<file path="config.mk">
export PLATFORM = sky130hd
export DESIGN_NAME = gpio_edge_port
export DESIGN_NICKNAME = d
export VERILOG_FILES = /design/src/rtl/gpio_edge_pkg.sv /design/src/rtl/gpio_edge_sync.sv /design/src/rtl/gpio_edge_flags.sv /design/src/rtl/gpio_edge_regs.sv /design/src/rtl/gpio_edge_port.sv
export SDC_FILE = /design/constraint.sdc
export NUM_CORES = 1
export LEC_CHECK = 0
export ABC_AREA = 1
export BUFFER_PORTS_ARGS = -buffer_cell sky130_fd_sc_hd__buf_4
export CAP_MARGIN = 25
export CORE_MARGIN = 2
export CORE_UTILIZATION = 58
export DETAILED_ROUTE_END_ITERATION = 8
export GPL_TIMING_DRIVEN = 0
export PLACE_DENSITY = 0.95
export SETUP_SLACK_MARGIN = 0.2
export SYNTH_ARGS = -nofsm -noshare
export SYNTH_HDL_FRONTEND = slang
export SYNTH_HIERARCHICAL = 1
export SYNTH_SLANG_ARGS = --single-unit
</file>
<file path="constraint.sdc">
create_clock -name clk -period 2.5 [get_ports clk]
set_input_delay 0.25 -clock clk [delete_from_list [all_inputs] [get_ports clk]]
set_output_delay 0.25 -clock clk [all_outputs]
set_load 0.02 [all_outputs]
</file>
<file path="src/rtl/gpio_edge_pkg.sv">
// Shared definitions for the edge-interrupt GPIO port.
// Assumes a byte-wide bus with a 3-bit address.
package gpio_edge_pkg;
    localparam int ADDR_W = 3;

    localparam logic [ADDR_W-1:0] OFF_DIR  = 3'd0;
    localparam logic [ADDR_W-1:0] OFF_DATA = 3'd1;
    localparam logic [ADDR_W-1:0] OFF_CFG  = 3'd3;
    localparam logic [ADDR_W-1:0] OFF_STAT = 3'd4;

    // Per-input trigger selection code
    typedef enum logic [1:0] {
        TRIG_OFF  = 2'b00,
        TRIG_FALL = 2'b01,
        TRIG_RISE = 2'b10,
        TRIG_ANY  = 2'b11
    } trig_e;
endpackage

</file>
<file path="src/rtl/gpio_edge_sync.sv">
// Two-flop synchroniser for asynchronous pin levels.
// Assumes pins may change at any time relative to clk.
module gpio_edge_sync #(
    parameter int W = 8
) (
    input  logic         clk,
    input  logic         rst_n,
    input  logic [W-1:0] async_in,
    output logic [W-1:0] sync_out
);
    logic [W-1:0] meta_q;

    // Capture the pins through two flops to settle metastability
    always_ff @(posedge clk) begin
        if (!rst_n) begin
            meta_q   <= '0;
            sync_out <= '0;
        end else begin
            meta_q   <= async_in;
            sync_out <= meta_q;
        end
    end
endmodule

</file>
<file path="src/rtl/gpio_edge_flags.sv">
// Edge detection, sticky rise/fall flags and status selection.
// Assumes din is already synchronised; a set wins over a clear.
module gpio_edge_flags
    import gpio_edge_pkg::*;
#(
    parameter int NIN = 4
) (
    input  logic             clk,
    input  logic             rst_n,
    input  logic [NIN-1:0]   din,
    input  logic [2*NIN-1:0] cfg,
    input  logic [NIN-1:0]   clr,
    output logic [NIN-1:0]   rise_ev,
    output logic [NIN-1:0]   fall_ev,
    output logic [NIN-1:0]   rise_flag,
    output logic [NIN-1:0]   fall_flag,
    output logic [NIN-1:0]   status,
    output logic             irq
);
    logic [NIN-1:0] prev_q;

    assign rise_ev = din & ~prev_q;
    assign fall_ev = ~din & prev_q;

    // Remember the last level and latch edges, with a set beating a clear
    always_ff @(posedge clk) begin
        if (!rst_n) begin
            prev_q    <= '0;
            rise_flag <= '0;
            fall_flag <= '0;
        end else begin
            prev_q    <= din;
            rise_flag <= (rise_flag & ~clr) | rise_ev;
            fall_flag <= (fall_flag & ~clr) | fall_ev;
        end
    end

    for (genvar k = 0; k < NIN; k++) begin : g_sel
        // Pick the visible flag for input k from its trigger code
        always_comb begin
            unique case (trig_e'(cfg[2*k +: 2]))
                TRIG_OFF:  status[k] = 1'b0;
                TRIG_FALL: status[k] = fall_flag[k];
                TRIG_RISE: status[k] = rise_flag[k];
                default:   status[k] = rise_flag[k] | fall_flag[k];
            endcase
        end
    end

    assign irq = |status;
endmodule

</file>
<file path="src/rtl/gpio_edge_regs.sv">
// Writable registers: direction, output latch and trigger configuration.
// Assumes one-cycle write strobes; unknown addresses are ignored.
module gpio_edge_regs
    import gpio_edge_pkg::*;
#(
    parameter int              NLINES  = 8,
    parameter int              NIN     = 4,
    parameter logic [NLINES-1:0] DIR_RST = 8'h0F
) (
    input  logic              clk,
    input  logic              rst_n,
    input  logic [ADDR_W-1:0] addr,
    input  logic              we,
    input  logic [NLINES-1:0] wdata,
    output logic [NLINES-1:0] dir_q,
    output logic [NLINES-1:0] out_q,
    output logic [2*NIN-1:0]  cfg_q
);
    // Decode writes into the three stored registers
    always_ff @(posedge clk) begin
        if (!rst_n) begin
            dir_q <= DIR_RST;
            out_q <= '0;
            cfg_q <= '0;
        end else if (we) begin
            case (addr)
                OFF_DIR:  dir_q <= wdata;
                OFF_DATA: out_q <= wdata;
                OFF_CFG:  cfg_q <= wdata[2*NIN-1:0];
                default:  ;
            endcase
        end
    end
endmodule

</file>
<file path="src/rtl/gpio_edge_port.sv">
// Top of the GPIO port: register decode, read mux and edge interrupt path.
// Assumes the upper NLINES-NOUT lines are the edge-sensing inputs.
module gpio_edge_port
    import gpio_edge_pkg::*;
#(
    parameter int NLINES = 8,
    parameter int NOUT   = 4
) (
    input  logic              clk,
    input  logic              rst_n,
    input  logic [ADDR_W-1:0] bus_addr,
    input  logic              bus_we,
    input  logic [NLINES-1:0] bus_wdata,
    output logic [NLINES-1:0] bus_rdata,
    input  logic [NLINES-1:0] pad_in,
    output logic [NLINES-1:0] pad_out,
    output logic [NLINES-1:0] pad_oe,
    output logic              irq
);
    localparam int NIN = NLINES - NOUT;
    localparam logic [NLINES-1:0] DIR_RST = NLINES'((1 << NOUT) - 1);

    logic [NLINES-1:0] pins_s;
    logic [2*NIN-1:0]  cfg_q;
    logic [NIN-1:0]    clr;
    logic [NIN-1:0]    rise_ev, fall_ev, rise_flag, fall_flag, status;

    gpio_edge_sync #(.W(NLINES)) u_sync (
        .clk(clk), .rst_n(rst_n), .async_in(pad_in), .sync_out(pins_s)
    );

    gpio_edge_regs #(.NLINES(NLINES), .NIN(NIN), .DIR_RST(DIR_RST)) u_regs (
        .clk(clk), .rst_n(rst_n), .addr(bus_addr), .we(bus_we),
        .wdata(bus_wdata), .dir_q(pad_oe), .out_q(pad_out), .cfg_q(cfg_q)
    );

    assign clr = (bus_we && bus_addr == OFF_STAT) ? bus_wdata[NIN-1:0] : '0;

    gpio_edge_flags #(.NIN(NIN)) u_flags (
        .clk(clk), .rst_n(rst_n), .din(pins_s[NLINES-1:NOUT]), .cfg(cfg_q),
        .clr(clr), .rise_ev(rise_ev), .fall_ev(fall_ev),
        .rise_flag(rise_flag), .fall_flag(fall_flag),
        .status(status), .irq(irq)
    );

    // Select read data by address; unmapped addresses return zero
    always_comb begin
        bus_rdata = '0;
        case (bus_addr)
            OFF_DIR:  bus_rdata = pad_oe;
            OFF_DATA: bus_rdata = pins_s;
            OFF_CFG:  bus_rdata[2*NIN-1:0] = cfg_q;
            OFF_STAT: bus_rdata[NIN-1:0] = status;
            default:  bus_rdata = '0;
        endcase
    end
endmodule

</file>
==> impl_metrics.ini <==
[run_status]
status = completed

[clock_network]
clkLatencyLatePin_ns = 0.30
numCtsBuffers = 5
clockBufferDepth = 2
htree_levels = 2
cts-resized-gates = 0
cts_setup_buffers = 0
hold_buffers = 0
cts_root_buf = clkbuf_8
path_clk_slew_ns = 0.08
cts_tree = done
cts_sinks = 52

[job]
cap_violations = 0

[power]
vdd_drop_max_mv = 0.454
leakagePower_nw = 1.51
total_power_w = 0.00170
power.density_nw_per_um2 = 602

[global_routing]
grt_antenna_before_repair = 0
grt_pass1_wl_mm = 8.11
gr-total-overflow = 0
grt_pass1_vias = 1888
grt_start_max_net_pins = 16
grtUsageTotal_pct = 24.1

[worst_hold_path]
holdCritStartpoint = pad_in[7]
worstHoldPathCells = 3
holdPathEnd = u_sync/meta_q[7]
min_path_type = primary input to flip-flop

[timing]
hold_viol_final = 0
max_slew_margin_pct = 59.6
clock_skew_ns = 0.00413
rsz0062_at_grt = false
worst_pin_slew_ns = 0.602
setup_viol = 0
min_period_ns = 1.69
slew_viol_final = 0
max_freq_mhz = 592
finalCritPeriodShare_pct = 67.6
tns_ns = 0

[floorplanning]
pin_count = 47
die_h_um = 67.0
die_area_um2 = 4480
core_um2 = 3740
row_count = 22
start_util_pct = 61.4
dieWidth_um = 67.0

[worst_setup_path]
path_cells = buf_4, clkbuf_2, nor3_1, nand2_1, nand3_1, buf_4
crit_path_end_kind = output pin
crit_fanout = 6
worst_path_max_delay_cell = nor3_1
cp_data_required_time_ns = 2.25
cp.arrival_ns = 1.44
max_stage_delay_ns = 0.53
start_kind = primary input
timing.rr.end = u_flags/rise_flag[1]
crit_path_frequent_cell = buf_4
rrSetupSlack_ns = 1.81
worst-setup-path-type = primary input to output pin
r2r.worst_path.cells = 2
worstReg2RegStart = u_sync/sync_out[5]

[place]
dpl.hpwl_mm = 3.86
place_congestion = 0.904
port_buffers = 46

[logic_synthesis]
postSynthCellCount = 337
syn_nets = 359
synth.cell_area_um2 = 2300
avgSynthCellArea_um2 = 6.82
yosysWarnings = 6

[detailed_routing]
wl_mm = 5.05
drtIter0Drc = 181
drc = 0
via_count = 2226
wire_per_inst_um = 11.5
viasPerCell = 5.07
ant_nets = 0
drt-pass1-iter-count = 4

[finish]
layout-area-overhead-vs-synth_pct = 23.1
drive_above_1_share_pct = 19.4
nets = 412
diodes = 0
fillers = 289
through the flow:
step / utilization [%] / area, µm² / std cells / hold WS (ns) / worst slack [ns]
after global routing: 75.6 / 2830 / 439 / 0.113 / 0.747
after floorplan: - / 2300 / 337 / 0.342 / 1.29
after global placement: 72.3 / 2710 / 431 / 0.398 / 0.912
after detailed placement: 72.3 / 2710 / 431 / 0.396 / 0.876
final: 75.6 / 2830 / 439 / 0.126 / 0.810
after CTS: 75.6 / 2830 / 439 / 0.124 / 0.866
sequential cells by signal, summed over array words and instances (netlist names):
| name | flops |
|---|---|
| u_flags/fall_flag | 4 |
| u_flags/rise_flag | 4 |
| u_regs/cfg_q | 8 |
| u_flags/prev_q | 4 |
| u_sync/meta_q | 8 |
| u_regs/dir_q | 8 |
| u_sync/sync_out | 8 |
| u_regs/out_q | 8 |
cells in the final DEF, fill, tap and decap left out, drive strengths merged:
cell and count:
nor2 49, a21oi 12, clkbuf 10, inv 60, dfxtp 52, bufinv 1
nand3 41, nor3 1, nand4 12, nand2 98, buf 55
layer usage:
layer / vias up / share of wire [%] / global-route usage, %
met1: 1010 / 43 / 30.4
met3: 5 / 6.7 / 6.25
met2: 80 / 49 / 40.3
met4: 0 / 1.2 / 7.40
met5: - / 0 / 0
li1: 1131 / - / -
worst max path at each step:
| stage | to | startpoint | slack (ns) |
|---|---|---|---|
| finish | bus_rdata[4] | bus_addr[0] | 0.81 |
| global route | bus_rdata[4] | bus_addr[0] | 0.75 |
| CTS | bus_rdata[4] | bus_addr[0] | 0.87 |
| detailed placement | bus_rdata[4] | bus_addr[0] | 0.88 |
| global placement | bus_rdata[4] | bus_addr[0] | 0.91 |
| floorplan | bus_rdata[4] | bus_addr[0] | 1.29 |
report_power, final:
| group | switching, W | total, W | internal, W |
|---|---|---|---|
| clock | 0.000260 | 0.000613 | 0.000353 |
| combinational | 0.000124 | 0.000211 | 0.0000879 |
| sequential | 0.0000188 | 0.000880 | 0.000861 |
| total | 0.000402 | 0.00170 | 0.00130 |
area by class of cell:
cell class                 instances  area [µm²]  share of cell area (%)
tap                               48        60.1                    2.12
timing repair buffer              46         345                    12.2
sequential                        52        1040                    36.8
buffer                            12         111                    3.93
clock inverter                     1        30.0                    1.06
clock buffer                       7        96.3                    3.40
inverter                          60         225                    7.95
multi-input combinational        213         922                    32.6
critical path: cells and delay by family:
kind                   cells  cell delay, ns
and+or+nand+nor            3            0.75
buffers and inverters      3            0.44
(Power assumes the default switching activity.)
